==> src/rtl/wdt_pkg.sv <==
package wdt_pkg;

   // Timeout select encoding, shared by the decoder and the top level
   typedef enum logic [1:0] {
      SEL_OFF   = 2'b00,
      SEL_SHORT = 2'b01,
      SEL_MID   = 2'b10,
      SEL_LONG  = 2'b11
   } wdt_sel_e;

   // Captured option bits
   typedef struct packed {
      wdt_sel_e sel;
      logic     bus_clk;
      logic     window;
   } wdt_cfg_t;

   localparam int unsigned WDT_NUM_SEL = 4;

endpackage

==> src/rtl/wdt_cfg_latch.sv <==
module wdt_cfg_latch
   import wdt_pkg::*;
#(
   parameter bit WINDOW_SUPPORT = 1'b1
) (
   input  logic     clk_i,
   input  logic     rst_ni,
   input  wdt_cfg_t cfg_i,
   output wdt_cfg_t cfg_o
);

   wdt_cfg_t cfg_q;

   // Option bits load only while reset is held (write-once model)
   always_ff @(posedge clk_i) begin
      if (!rst_ni) begin
         cfg_q <= cfg_i;
      end
   end

   assign cfg_o.sel     = cfg_q.sel;
   assign cfg_o.bus_clk = cfg_q.bus_clk;

   generate
      if (WINDOW_SUPPORT) begin : g_win
         // window only meaningful with the fast source
         assign cfg_o.window = cfg_q.window & cfg_q.bus_clk;
      end else begin : g_nowin
         logic unused_win;
         assign unused_win   = cfg_q.window;
         assign cfg_o.window = 1'b0;
      end
   endgenerate

   // once running, the captured options never move
   a_r10_cfg_frozen : assert property (@(posedge clk_i) disable iff (!rst_ni)
      $past(rst_ni) |-> $stable(cfg_q));

   // an effective window implies the bus clock source
   a_r8_window_needs_bus : assert property (@(posedge clk_i) disable iff (!rst_ni)
      cfg_o.window |-> cfg_o.bus_clk);

endmodule

==> src/rtl/wdt_limit_dec.sv <==
module wdt_limit_dec
   import wdt_pkg::*;
#(
   parameter int unsigned SLOW_EXP_1 = 5,
   parameter int unsigned SLOW_EXP_2 = 8,
   parameter int unsigned SLOW_EXP_3 = 10,
   parameter int unsigned BUS_EXP_1  = 13,
   parameter int unsigned BUS_EXP_2  = 16,
   parameter int unsigned BUS_EXP_3  = 18,
   parameter int unsigned CNT_W      = 18
) (
   input  wdt_cfg_t         cfg_i,
   input  logic [CNT_W-1:0] count_i,
   output logic [CNT_W-1:0] limit_m1_o,
   output logic             win_ok_o
);

   localparam int unsigned SLOW_EXP [WDT_NUM_SEL] = '{0, SLOW_EXP_1, SLOW_EXP_2, SLOW_EXP_3};
   localparam int unsigned BUS_EXP  [WDT_NUM_SEL] = '{0, BUS_EXP_1, BUS_EXP_2, BUS_EXP_3};

   // Elaboration-time parameter checks
   if (!(SLOW_EXP_1 < SLOW_EXP_2 && SLOW_EXP_2 < SLOW_EXP_3)) begin : g_bad_slow
      $error("slow exponents must rise strictly");
   end
   if (!(BUS_EXP_1 < BUS_EXP_2 && BUS_EXP_2 < BUS_EXP_3)) begin : g_bad_bus
      $error("bus exponents must rise strictly");
   end
   if (BUS_EXP_1 < 2) begin : g_bad_quarter
      $error("bus period must be divisible into quarters");
   end
   if (BUS_EXP_3 > CNT_W || SLOW_EXP_3 > CNT_W || CNT_W > 62) begin : g_bad_width
      $error("counter width does not fit the longest period");
   end

   logic [CNT_W-1:0] slow_lim [WDT_NUM_SEL];
   logic [CNT_W-1:0] bus_lim  [WDT_NUM_SEL];
   logic [CNT_W-1:0] bus_open [WDT_NUM_SEL];

   assign slow_lim[0] = '0;
   assign bus_lim[0]  = '0;
   assign bus_open[0] = '0;

   // One constant triple per non-off select
   for (genvar g = 1; g < WDT_NUM_SEL; g++) begin : g_sel
      localparam longint unsigned SL = (64'd1 << SLOW_EXP[g]) - 64'd1;
      localparam longint unsigned BL = (64'd1 << BUS_EXP[g]) - 64'd1;
      localparam longint unsigned BO = 64'd3 << (BUS_EXP[g] - 2);
      assign slow_lim[g] = CNT_W'(SL);
      assign bus_lim[g]  = CNT_W'(BL);
      assign bus_open[g] = CNT_W'(BO);
   end

   logic [CNT_W-1:0] open_sel;

   always_comb begin
      limit_m1_o = cfg_i.bus_clk ? bus_lim[cfg_i.sel] : slow_lim[cfg_i.sel];
      open_sel   = bus_open[cfg_i.sel];
      win_ok_o   = !cfg_i.window || (count_i >= open_sel);
   end

endmodule

==> src/rtl/wdt_counter.sv <==
module wdt_counter #(
   parameter int unsigned CNT_W = 18
) (
   input  logic             clk_i,
   input  logic             rst_ni,
   input  logic             clear_i,
   input  logic             advance_i,
   input  logic [CNT_W-1:0] limit_m1_i,
   output logic [CNT_W-1:0] count_o,
   output logic             expire_o
);

   logic [CNT_W-1:0] count_q;

   assign expire_o = advance_i && (count_q == limit_m1_i);

   always_ff @(posedge clk_i) begin
      if (!rst_ni || clear_i) begin
         count_q <= '0;
      end else if (advance_i) begin
         count_q <= count_q + 1'b1;
      end
   end

   assign count_o = count_q;

   // the count never runs past the selected period
   a_r4_within_limit : assert property (@(posedge clk_i) disable iff (!rst_ni)
      count_q <= limit_m1_i);

   // without an advance or clear the count holds
   a_r5_hold_when_idle : assert property (@(posedge clk_i) disable iff (!rst_ni)
      (!advance_i && !clear_i) |=> $stable(count_q));

endmodule

==> src/rtl/wdt_key_seq.sv <==
module wdt_key_seq #(
   parameter int unsigned DATA_W = 8,
   parameter logic [DATA_W-1:0] KEY_FIRST  = 8'h55,
   parameter logic [DATA_W-1:0] KEY_SECOND = 8'hAA
) (
   input  logic              clk_i,
   input  logic              rst_ni,
   input  logic              en_i,
   input  logic              wr_i,
   input  logic [DATA_W-1:0] data_i,
   input  logic              win_ok_i,
   input  logic              clr_i,
   output logic              done_o,
   output logic              fault_o
);

   if (KEY_FIRST == KEY_SECOND) begin : g_bad_keys
      $error("the two key bytes must differ");
   end

   logic armed_q;
   logic act, is_first, is_second;

   assign act       = wr_i && en_i;
   assign is_first  = (data_i == KEY_FIRST);
   assign is_second = (data_i == KEY_SECOND);

   always_comb begin
      fault_o = act && (!(is_first || is_second) || !win_ok_i || (is_second && !armed_q));
      done_o  = act && is_second && armed_q && win_ok_i;
   end

   always_ff @(posedge clk_i) begin
      if (!rst_ni || clr_i || fault_o || done_o) begin
         armed_q <= 1'b0;
      end else if (act && is_first) begin
         armed_q <= 1'b1;
      end
   end

   // an accepted first key leaves the sequence armed
   a_r3_first_arms : assert property (@(posedge clk_i) disable iff (!rst_ni)
      (act && is_first && win_ok_i && !clr_i) |=> armed_q);

   // any fault disarms the sequence
   a_r9_fault_disarms : assert property (@(posedge clk_i) disable iff (!rst_ni)
      fault_o |=> !armed_q);

   // completion and fault never coincide
   a_r12_done_xor_fault : assert property (@(posedge clk_i) disable iff (!rst_ni)
      !(done_o && fault_o));

endmodule

==> src/rtl/wdt_keyseq.sv <==
module wdt_keyseq
   import wdt_pkg::*;
#(
   parameter int unsigned DATA_W         = 8,
   parameter int unsigned SLOW_EXP_1     = 5,
   parameter int unsigned SLOW_EXP_2     = 8,
   parameter int unsigned SLOW_EXP_3     = 10,
   parameter int unsigned BUS_EXP_1      = 13,
   parameter int unsigned BUS_EXP_2      = 16,
   parameter int unsigned BUS_EXP_3      = 18,
   parameter bit          WINDOW_SUPPORT = 1'b1,
   parameter logic [DATA_W-1:0] KEY_FIRST  = 8'h55,
   parameter logic [DATA_W-1:0] KEY_SECOND = 8'hAA
) (
   input  logic              clk_i,
   input  logic              rst_ni,
   input  logic              tick_en_i,
   input  logic              svc_wr_i,
   input  logic [DATA_W-1:0] svc_data_i,
   input  logic [1:0]        cfg_tsel_i,
   input  logic              cfg_bus_clk_i,
   input  logic              cfg_window_i,
   output logic              rst_req_o
);

   localparam int unsigned CNT_W = (BUS_EXP_3 > SLOW_EXP_3) ? BUS_EXP_3 : SLOW_EXP_3;

   if (DATA_W < 2) begin : g_bad_dw
      $error("data width too small for the key bytes");
   end

   wdt_cfg_t         cfg_in, cfg;
   logic [CNT_W-1:0] count, limit_m1;
   logic             win_ok, expire, key_done, key_fault;
   logic             enabled, advance, req_d, req_q;

   assign cfg_in.sel     = wdt_sel_e'(cfg_tsel_i);
   assign cfg_in.bus_clk = cfg_bus_clk_i;
   assign cfg_in.window  = cfg_window_i;

   wdt_cfg_latch #(
      .WINDOW_SUPPORT (WINDOW_SUPPORT)
   ) cfg_latch_i (
      .clk_i  (clk_i),
      .rst_ni (rst_ni),
      .cfg_i  (cfg_in),
      .cfg_o  (cfg)
   );

   wdt_limit_dec #(
      .SLOW_EXP_1 (SLOW_EXP_1),
      .SLOW_EXP_2 (SLOW_EXP_2),
      .SLOW_EXP_3 (SLOW_EXP_3),
      .BUS_EXP_1  (BUS_EXP_1),
      .BUS_EXP_2  (BUS_EXP_2),
      .BUS_EXP_3  (BUS_EXP_3),
      .CNT_W      (CNT_W)
   ) limit_dec_i (
      .cfg_i      (cfg),
      .count_i    (count),
      .limit_m1_o (limit_m1),
      .win_ok_o   (win_ok)
   );

   assign enabled = (cfg.sel != SEL_OFF);
   assign advance = enabled && (cfg.bus_clk || tick_en_i);

   wdt_key_seq #(
      .DATA_W     (DATA_W),
      .KEY_FIRST  (KEY_FIRST),
      .KEY_SECOND (KEY_SECOND)
   ) key_seq_i (
      .clk_i    (clk_i),
      .rst_ni   (rst_ni),
      .en_i     (enabled),
      .wr_i     (svc_wr_i),
      .data_i   (svc_data_i),
      .win_ok_i (win_ok),
      .clr_i    (req_d),
      .done_o   (key_done),
      .fault_o  (key_fault)
   );

   // A completed key on the expiry edge outranks the expiry
   assign req_d = enabled && (key_fault || (expire && !key_done));

   wdt_counter #(
      .CNT_W (CNT_W)
   ) counter_i (
      .clk_i      (clk_i),
      .rst_ni     (rst_ni),
      .clear_i    (key_done || req_d),
      .advance_i  (advance),
      .limit_m1_i (limit_m1),
      .count_o    (count),
      .expire_o   (expire)
   );

   always_ff @(posedge clk_i) begin
      if (!rst_ni) begin
         req_q <= 1'b0;
      end else begin
         req_q <= req_d;
      end
   end

   assign rst_req_o = req_q;

   // an illegal byte leads to a request on the next cycle
   a_r2_bad_byte : assert property (@(posedge clk_i) disable iff (!rst_ni)
      (svc_wr_i && enabled && svc_data_i != KEY_FIRST && svc_data_i != KEY_SECOND)
      |=> rst_req_o);

   // a write before the window opens leads to a request
   a_r7_early_write : assert property (@(posedge clk_i) disable iff (!rst_ni)
      (svc_wr_i && enabled && cfg.window && !win_ok) |=> rst_req_o);

   // completion restarts the count and raises nothing
   a_r1_restart : assert property (@(posedge clk_i) disable iff (!rst_ni)
      key_done |=> (count == '0 && !rst_req_o));

   // switched off means silent
   a_r6_off_quiet : assert property (@(posedge clk_i) disable iff (!rst_ni)
      !enabled |=> !rst_req_o);

   // a request coincides with a cleared count
   a_r9_clear_on_req : assert property (@(posedge clk_i) disable iff (!rst_ni)
      rst_req_o |-> count == '0);

endmodule

==> config.mk <==
export PLATFORM = sky130hd
export DESIGN_NAME = wdt_keyseq
export DESIGN_NICKNAME = d
export VERILOG_FILES = /design/src/rtl/wdt_pkg.sv /design/src/rtl/wdt_cfg_latch.sv /design/src/rtl/wdt_limit_dec.sv /design/src/rtl/wdt_counter.sv /design/src/rtl/wdt_key_seq.sv /design/src/rtl/wdt_keyseq.sv
export SDC_FILE = /design/constraint.sdc
export NUM_CORES = 1
export LEC_CHECK = 0
export BUFFER_PORTS_ARGS = -buffer_cell sky130_fd_sc_hd__buf_2
export CORE_MARGIN = 5
export CORE_UTILIZATION = 58
export DETAILED_ROUTE_END_ITERATION = 10
export PLACE_DENSITY = 0.86
export SLEW_MARGIN = 20
export SYNTH_ARGS = -nofsm -noshare
export SYNTH_HDL_FRONTEND = slang
export SYNTH_HIERARCHICAL = 1
export SYNTH_SLANG_ARGS = --single-unit
==> constraint.sdc <==
create_clock -name clk_i -period 4.2 [get_ports clk_i]
set_input_delay 0.21 -clock clk_i [delete_from_list [all_inputs] [get_ports clk_i]]
set_output_delay 0.21 -clock clk_i [all_outputs]
set_load 0.02 [all_outputs]
==> results of run 1 <==
[metrics by stage]
stage,util,setup slack (ns),instance area [um2],hold WS (ns),power (W)
global route,0.616,0.205,1710,0.0405,0.000453
global placement,0.607,0.708,1690,0.386,0.000326
finish,0.616,0.557,1710,0.0530,0.000430
floorplan,-,0.812,1700,0.309,0.000324
CTS,0.616,0.551,1710,0.0478,0.000431
detailed placement,0.607,0.591,1690,0.389,0.000328
[power groups by stage]
stage | clock network, W | registers [W] | logic (W)
floorplan | 0 | 0.000250 | 0.0000743
CTS | 0.000108 | 0.000249 | 0.0000752
global placement | 0 | 0.000254 | 0.0000720
finish | 0.000105 | 0.000249 | 0.0000756
detailed placement | 0 | 0.000254 | 0.0000741
global route | 0.000119 | 0.000251 | 0.0000837
[metal layers]
metal / routed length [um] / vias up
li1: - / 686
met1: 1450 / 641
met2: 1550 / 37
met3: 239 / 4
met4: 25 / 0
met5: 0 / -
[final timing paths]
path	end	slack (ns)	depth (start not counted)
worst min-delay path	cfg_latch_i/cfg_o[3]$_DFFE_PN_	0.05	1
worst max-delay path	counter_i/count_o[2]$_SDFFE_PP0P_	0.56	11
worst max register to register	counter_i/count_o[2]$_SDFFE_PP0P_	0.56	11
worst min register to register	counter_i/count_o[17]$_SDFFE_PP0P_	0.53	2
[layout make-up]
type | instances | area (um2) | share of cell area
clock buffers | 3 | 22.5 | 0.0131
clock inverters | 1 | 3.75 | 0.00219
inverters | 9 | 33.8 | 0.0197
multi-input cells | 143 | 1010 | 0.588
flip-flops and latches | 24 | 520 | 0.304
well taps | 31 | 38.8 | 0.0226
repair buffers | 17 | 87.6 | 0.0511
[sequential cells by signal, indices dropped and copies added (netlist names)]
| signal | count |
|---|---|
| cfg_latch_i/cfg_o | 3 |
| cfg_latch_i/cfg_q | 1 |
| rst_req_o | 1 |
| key_seq_i/armed_q | 1 |
| counter_i/count_o | 18 |
[kinds of logic after synthesis]
group                    Yosys count  synth area share
adder cells (fa/ha/maj)            7            0.0515
buffers and inverters             30             0.102
XOR/XNOR                          28             0.144
AO/OA/AOI/OAI                     26            0.0927
multiplexers                       1           0.00589
AND/OR/NAND/NOR                   81             0.298
flip-flops                        24             0.306
[cells in the final DEF, fill, tap and decap left out, types with 5 or more instances in the layout]
master	synthesis	layout
sky130_fd_sc_hd__nor3_1	5	5
sky130_fd_sc_hd__nor2_1	14	14
sky130_fd_sc_hd__a21oi_1	10	10
sky130_fd_sc_hd__dfxtp_1	20	20
sky130_fd_sc_hd__o21ai_0	6	6
sky130_fd_sc_hd__inv_1	9	9
sky130_fd_sc_hd__ha_1	7	7
sky130_fd_sc_hd__buf_2	3	16
sky130_fd_sc_hd__or4_1	5	5
sky130_fd_sc_hd__nand2_1	8	8
sky130_fd_sc_hd__xnor2_1	23	23
sky130_fd_sc_hd__or3_1	6	6
sky130_fd_sc_hd__nor4_1	5	5
sky130_fd_sc_hd__nand4_1	11	11
sky130_fd_sc_hd__xor2_1	5	5
==> flow_results.xml, run 1 <==
<?xml version="1.0" encoding="UTF-8"?>
<metrics>
  <group name="outcome">
    <metric name="run_status" unit="">complete, no violations</metric>
  </group>
  <group name="timing">
    <metric name="timing.setup.tns" unit="ns">0</metric>
    <metric name="timing.final.crit_share" unit="">0.867</metric>
    <metric name="finalSetupViolations" unit="">0</metric>
    <metric name="maxSlewViolCount" unit="">0</metric>
    <metric name="relSlewSlack" unit="">0.532</metric>
    <metric name="achievable-frequency" unit="MHz">275</metric>
    <metric name="finClkSkew" unit="ns">0.0165</metric>
    <metric name="timing_hold_violations_final" unit="">0</metric>
    <metric name="unrepaired_setup_endpoints_after_global_routing" unit="">false</metric>
    <metric name="max_slew.worst_pin.slew" unit="ns">0.702</metric>
    <metric name="period_minus_slack" unit="ns">3.64</metric>
  </group>
  <group name="final_layout">
    <metric name="layout-area-overhead-vs-synth" unit="%">0.809</metric>
    <metric name="fill_cells" unit="">260</metric>
    <metric name="stdcell_count" unit="">228</metric>
    <metric name="drive_gt1_frac" unit="">0.137</metric>
    <metric name="antenna-diode-count" unit="">0</metric>
    <metric name="final_nets" unit="">221</metric>
  </group>
  <group name="global_routing">
    <metric name="globalRouteMet2Util" unit="">0.266</metric>
    <metric name="vias_in_the_first_global_route" unit="">1291</metric>
    <metric name="grt_antenna_before_repair" unit="">0</metric>
    <metric name="grt.met3_usage" unit="">0.0193</metric>
    <metric name="grt_pass1_wl" unit="mm">5.62</metric>
    <metric name="grt.met1_usage" unit="">0.232</metric>
    <metric name="grt_busiest_layer" unit="">met2</metric>
    <metric name="global_route.usage.total" unit="">0.167</metric>
    <metric name="overflow" unit="">0</metric>
    <metric name="pin_count_of_the_biggest_net_entering_global_routing" unit="">19</metric>
  </group>
  <group name="clock_tree">
    <metric name="cts.sink_count" unit="">24</metric>
    <metric name="clock_tree.buffer_depth" unit="">2</metric>
    <metric name="cts_root_buf" unit="">sky130_fd_sc_hd__clkbuf_4</metric>
    <metric name="cts_buffers" unit="">3</metric>
    <metric name="cts_resized" unit="">0</metric>
    <metric name="post-cts-setup-buffer-count" unit="">0</metric>
    <metric name="cts_hold_buf" unit="">0</metric>
    <metric name="ctsHtreeMaxLevel" unit="">1</metric>
    <metric name="cts_tree" unit="">yes</metric>
    <metric name="worst_skew_pair.late_latency" unit="ns">0.32</metric>
    <metric name="cts.clk_slew.worst_paths" unit="ns">0.14</metric>
  </group>
  <group name="critical_path">
    <metric name="critical_path.startpoint" unit="">cfg_latch_i/cfg_o[3]$_DFFE_PN_</metric>
    <metric name="worst_ep_arrival_time" unit="ns">3.82</metric>
    <metric name="worstReg2RegStart" unit="">cfg_latch_i/cfg_o[3]$_DFFE_PN_</metric>
    <metric name="critical_path.cell_chain" unit="">or2_2, and2_1, nand2b_1, xnor2_1, nand4_1, or4_1, nor4_1, nor2_1, o21bai_1, nand2b_1, nor2_1</metric>
    <metric name="worst_path_cell_with_the_longest_stage_delay" unit="">sky130_fd_sc_hd__nand2b_1</metric>
    <metric name="critical_path.n_buffers_inverters" unit="">0</metric>
    <metric name="required" unit="ns">4.38</metric>
    <metric name="setup.worst_path.end_class" unit="">register</metric>
    <metric name="crit_family" unit="">simple AND/OR/NAND/NOR gates</metric>
    <metric name="critical_path_peak_fanout" unit="">18</metric>
    <metric name="critical_path_type" unit="">reg -&gt; reg</metric>
    <metric name="delay_of_the_slowest_cell_on_the_worst_path" unit="ns">0.57</metric>
    <metric name="cp-start-kind" unit="">register</metric>
  </group>
  <group name="power">
    <metric name="switching_share_of_total_power" unit="">0.278</metric>
    <metric name="power_spent_charging_and_discharging_nets" unit="W">0.000119</metric>
    <metric name="max-vdd-ir-drop" unit="uV">215</metric>
    <metric name="pwr-share-seq" unit="">0.579</metric>
    <metric name="power_density_over_cell_area" unit="nW/um2">251</metric>
    <metric name="clock_power_share" unit="">0.245</metric>
    <metric name="power.combinational.fraction" unit="">0.176</metric>
    <metric name="p_int" unit="W">0.000310</metric>
    <metric name="leakagePower" unit="nW">0.605</metric>
  </group>
  <group name="routing">
    <metric name="drt_wl_total" unit="mm">3.26</metric>
    <metric name="detailed_route_via_count" unit="">1368</metric>
    <metric name="routedWlPerCell" unit="um">14.3</metric>
    <metric name="vias_per_cell" unit="">6.00</metric>
    <metric name="detailedRoute.firstPassIterationCount" unit="">4</metric>
    <metric name="antenna_violating_nets_post_route" unit="">0</metric>
    <metric name="drt_iter0_drc" unit="">62</metric>
    <metric name="drc_errors" unit="">0</metric>
  </group>
  <group name="synth">
    <metric name="syn-num-nets" unit="">220</metric>
    <metric name="syn-mean-instance-area" unit="um2">8.63</metric>
    <metric name="yosys.cell_count.top_type" unit="">sky130_fd_sc_hd__xnor2_1</metric>
    <metric name="leading_area_contributor_after_synthesis" unit="">sky130_fd_sc_hd__dfxtp_1</metric>
    <metric name="yosys-top-cells-area" unit="">sky130_fd_sc_hd__dfxtp_1 (24%), sky130_fd_sc_hd__xnor2_1 (12%), sky130_fd_sc_hd__edfxtp_1 (7.1%)</metric>
    <metric name="postSynthRegisterBits" unit="">24</metric>
    <metric name="synth.distinct_cells" unit="">41</metric>
    <metric name="ys_async_sr_fraction" unit="">0</metric>
    <metric name="number_of_warning_messages_in_the_yosys_log" unit="">6</metric>
    <metric name="netlist_area" unit="um2">1700</metric>
    <metric name="synth_largest_type_area_fraction" unit="">0.235</metric>
    <metric name="synth.top_cells.by_count" unit="">sky130_fd_sc_hd__xnor2_1 (23), sky130_fd_sc_hd__dfxtp_1 (20), sky130_fd_sc_hd__buf_4 (15), sky130_fd_sc_hd__nor2_1 (14), sky130_fd_sc_hd__nand4_1 (11)</metric>
    <metric name="syn_inst" unit="">197</metric>
    <metric name="synth_seq_area_share" unit="">0.306</metric>
    <metric name="synth-main-ff-cell" unit="">sky130_fd_sc_hd__dfxtp_1</metric>
    <metric name="synth-edff-count" unit="">4</metric>
  </group>
  <group name="floorplanning">
    <metric name="chipHeight" unit="um">64.1</metric>
    <metric name="die_x" unit="um">64.1</metric>
    <metric name="die_area" unit="um2">4110</metric>
    <metric name="rows" unit="">19</metric>
    <metric name="core-area" unit="um2">2780</metric>
    <metric name="ios" unit="">17</metric>
    <metric name="floorplan.initialDensity" unit="">0.611</metric>
  </group>
  <group name="flow_run">
    <metric name="cap_viol_max_count" unit="">0</metric>
  </group>
  <group name="place">
    <metric name="place.detailed.instances" unit="">224</metric>
    <metric name="detailedPlacementHpwl" unit="mm">2.41</metric>
    <metric name="io_buffers" unit="">16</metric>
    <metric name="place.gp.congestion" unit="">0.880</metric>
  </group>
  <group name="hold_path">
    <metric name="worst_hold_path_type" unit="">in -&gt; reg</metric>
    <metric name="hold_start" unit="">cfg_tsel_i[1]</metric>
  </group>
</metrics>
(Power assumes the default switching activity.)
==> run 2, diff against run 1 <==
- PLACE_DENSITY: 0.86 -> 0.84
==> flow_results.xml, run 2 (same netlist as run 1, synthesis figures left out) <==
<?xml version="1.0" encoding="UTF-8"?>
<metrics>
  <group name="timing">
    <metric name="finalSetupViolations" unit="">0</metric>
    <metric name="max_slew.worst_pin.slew" unit="ns">0.673</metric>
    <metric name="relSlewSlack" unit="">0.551</metric>
    <metric name="finClkSkew" unit="ns">0.00269</metric>
    <metric name="timing_hold_violations_final" unit="">0</metric>
    <metric name="period_minus_slack" unit="ns">3.65</metric>
    <metric name="timing.setup.tns" unit="ns">0</metric>
    <metric name="maxSlewViolCount" unit="">0</metric>
    <metric name="achievable-frequency" unit="MHz">274</metric>
    <metric name="timing.final.crit_share" unit="">0.869</metric>
    <metric name="unrepaired_setup_endpoints_after_global_routing" unit="">false</metric>
  </group>
  <group name="global_routing">
    <metric name="grt_antenna_before_repair" unit="">0</metric>
    <metric name="pin_count_of_the_biggest_net_entering_global_routing" unit="">19</metric>
    <metric name="grt_pass1_wl" unit="mm">5.82</metric>
    <metric name="global_route.usage.total" unit="">0.172</metric>
    <metric name="vias_in_the_first_global_route" unit="">1322</metric>
    <metric name="overflow" unit="">0</metric>
  </group>
  <group name="floorplanning">
    <metric name="chipHeight" unit="um">64.1</metric>
    <metric name="rows" unit="">19</metric>
    <metric name="floorplan.initialDensity" unit="">0.611</metric>
    <metric name="core-area" unit="um2">2780</metric>
    <metric name="die_x" unit="um">64.1</metric>
    <metric name="ios" unit="">17</metric>
    <metric name="die_area" unit="um2">4110</metric>
  </group>
  <group name="flow_run">
    <metric name="cap_viol_max_count" unit="">0</metric>
  </group>
  <group name="clock_tree">
    <metric name="worst_skew_pair.late_latency" unit="ns">0.32</metric>
    <metric name="cts_tree" unit="">yes</metric>
    <metric name="cts_resized" unit="">0</metric>
    <metric name="cts.sink_count" unit="">24</metric>
    <metric name="clock_tree.buffer_depth" unit="">2</metric>
    <metric name="ctsHtreeMaxLevel" unit="">1</metric>
    <metric name="cts_root_buf" unit="">sky130_fd_sc_hd__clkbuf_4</metric>
    <metric name="cts.clk_slew.worst_paths" unit="ns">0.13</metric>
    <metric name="post-cts-setup-buffer-count" unit="">0</metric>
    <metric name="cts_hold_buf" unit="">0</metric>
    <metric name="cts_buffers" unit="">3</metric>
  </group>
  <group name="hold_path">
    <metric name="worstHoldPathCells" unit="">1</metric>
    <metric name="worst_hold_path_type" unit="">in -&gt; reg</metric>
    <metric name="hold_end" unit="">cfg_latch_i/cfg_o[3]$_DFFE_PN_</metric>
    <metric name="hold_start" unit="">cfg_tsel_i[1]</metric>
  </group>
  <group name="routing">
    <metric name="vias_per_cell" unit="">6.10</metric>
    <metric name="routedWlPerCell" unit="um">15.5</metric>
    <metric name="detailedRoute.firstPassIterationCount" unit="">4</metric>
    <metric name="antenna_violating_nets_post_route" unit="">0</metric>
    <metric name="drt_iter0_drc" unit="">66</metric>
    <metric name="drc_errors" unit="">0</metric>
    <metric name="detailed_route_via_count" unit="">1384</metric>
    <metric name="drt_wl_total" unit="mm">3.53</metric>
  </group>
  <group name="critical_path">
    <metric name="crit_family" unit="">simple AND/OR/NAND/NOR gates</metric>
    <metric name="worstReg2RegStart" unit="">cfg_latch_i/cfg_o[3]$_DFFE_PN_</metric>
    <metric name="critical_path.n_buffers_inverters" unit="">0</metric>
    <metric name="worst_ep_arrival_time" unit="ns">3.85</metric>
    <metric name="required" unit="ns">4.40</metric>
    <metric name="critical_path.cell_chain" unit="">or2_2, and2_1, nand2b_1, xnor2_1, nand4_1, or4_1, nor4_1, nor2_1, o21bai_1, nand2b_1, nor2_1</metric>
    <metric name="setup.reg_to_reg.worst_slack" unit="ns">0.55</metric>
    <metric name="critical_path_type" unit="">reg -&gt; reg</metric>
    <metric name="ff2ff_path_depth" unit="">11</metric>
    <metric name="critical_path_peak_fanout" unit="">18</metric>
    <metric name="worst_path_cell_with_the_longest_stage_delay" unit="">sky130_fd_sc_hd__nand2b_1</metric>
    <metric name="delay_of_the_slowest_cell_on_the_worst_path" unit="ns">0.55</metric>
    <metric name="cp-start-kind" unit="">register</metric>
    <metric name="endpoint_of_the_most_critical_register_to_register_path" unit="">counter_i/count_o[1]$_SDFFE_PP0P_</metric>
    <metric name="setup.worst_path.end_class" unit="">register</metric>
  </group>
  <group name="power">
    <metric name="power.combinational.fraction" unit="">0.159</metric>
    <metric name="leakagePower" unit="nW">0.611</metric>
    <metric name="p_int" unit="W">0.000347</metric>
    <metric name="switching_share_of_total_power" unit="">0.256</metric>
    <metric name="clock_power_share" unit="">0.307</metric>
    <metric name="max-vdd-ir-drop" unit="uV">221</metric>
    <metric name="power_spent_charging_and_discharging_nets" unit="W">0.000120</metric>
    <metric name="pwr-share-seq" unit="">0.534</metric>
    <metric name="power_density_over_cell_area" unit="nW/um2">270</metric>
  </group>
  <group name="final_layout">
    <metric name="most_frequent_standard_cell_in_the_layout_excluding_fill_and_tap_cells" unit="">sky130_fd_sc_hd__xnor2_1</metric>
    <metric name="most-common-layout-cells" unit="">sky130_fd_sc_hd__xnor2_1 (23), sky130_fd_sc_hd__dfxtp_1 (20), sky130_fd_sc_hd__buf_2 (16)</metric>
    <metric name="layout-area-overhead-vs-synth" unit="%">1.62</metric>
    <metric name="drive_gt1_frac" unit="">0.138</metric>
    <metric name="stdcell_count" unit="">227</metric>
    <metric name="largest_register_ffs" unit="">18</metric>
    <metric name="fill_cells" unit="">239</metric>
    <metric name="final_nets" unit="">220</metric>
    <metric name="antenna-diode-count" unit="">0</metric>
  </group>
  <group name="place">
    <metric name="detailedPlacementHpwl" unit="mm">2.70</metric>
    <metric name="io_buffers" unit="">16</metric>
    <metric name="place.detailed.instances" unit="">223</metric>
    <metric name="place.gp.congestion" unit="">0.842</metric>
  </group>
  <group name="outcome">
    <metric name="run_status" unit="">complete, no violations</metric>
  </group>
</metrics>
==> run 2: worst max path at each step <==
stage,startpoint,to,slack (ns),cells after the start
3_3_place_gp,cfg_latch_i/cfg_o[3]$_DFFE_PN_,counter_i/count_o[9]$_SDFFE_PP0P_,0.75,11
2_1_floorplan,cfg_latch_i/cfg_o[3]$_DFFE_PN_,counter_i/count_o[0]$_SDFFE_PP0P_,0.81,15
6_report,cfg_latch_i/cfg_o[3]$_DFFE_PN_,counter_i/count_o[1]$_SDFFE_PP0P_,0.55,11
3_5_place_dp,cfg_latch_i/cfg_o[3]$_DFFE_PN_,counter_i/count_o[1]$_SDFFE_PP0P_,0.58,11
5_1_grt,cfg_latch_i/cfg_o[3]$_DFFE_PN_,counter_i/count_o[1]$_SDFFE_PP0P_,0.37,11
4_1_cts,cfg_latch_i/cfg_o[3]$_DFFE_PN_,counter_i/count_o[15]$_SDFFE_PP0P_,0.57,11
==> run 2: metrics by stage <==
stage	utilization	hold slack [ns]	power, W	worst slack [ns]	instance area, um2
after global routing	0.621	0.0331	0.000494	0.366	1730
final	0.621	0.0535	0.000467	0.550	1730
after global placement	0.604	0.386	0.000323	0.751	1680
after CTS	0.621	0.0403	0.000474	0.568	1730
after floorplan	-	0.309	0.000324	0.812	1700
after detailed placement	0.604	0.389	0.000328	0.577	1680
==> run 2: area by class of cell <==
class / count / area [um2] / area share
Multi-Input combinational cell: 143 / 1010 / 0.583
Timing Repair Buffer: 16 / 80.1 / 0.0463
Inverter: 9 / 33.8 / 0.0196
Sequential cell: 24 / 520 / 0.301
Clock buffer: 4 / 47.5 / 0.0275
Tap cell: 31 / 38.8 / 0.0224
==> run 2: power by group through the flow <==
stage	registers, W	logic [W]	clock network [W]
after floorplan	0.000250	0.0000743	0
after global placement	0.000254	0.0000694	0
after detailed placement	0.000254	0.0000739	0
after CTS	0.000249	0.0000739	0.000151
after global routing	0.000251	0.0000815	0.000162
final	0.000249	0.0000742	0.000144
==> run 2: worst reg2reg max path, cell delays in order (launching register included) <==
cell and delay, ns:
sky130_fd_sc_hd__edfxtp_1 0.53, sky130_fd_sc_hd__or2_2 0.43, sky130_fd_sc_hd__and2_1 0.25, sky130_fd_sc_hd__nand2b_1 0.22, sky130_fd_sc_hd__xnor2_1 0.16, sky130_fd_sc_hd__nand4_1 0.09
sky130_fd_sc_hd__or4_1 0.47, sky130_fd_sc_hd__nor4_1 0.48, sky130_fd_sc_hd__nor2_1 0.10, sky130_fd_sc_hd__o21bai_1 0.13, sky130_fd_sc_hd__nand2b_1 0.55, sky130_fd_sc_hd__nor2_1 0.13
==> run 2: layer usage <==
layer / global-route usage / up-vias / wire length [um]
met5: 0 / - / 0
met3: 0.0385 / 4 / 245
met2: 0.290 / 50 / 1740
met4: 0.0458 / 0 / 27
li1: - / 686 / -
met1: 0.221 / 644 / 1510
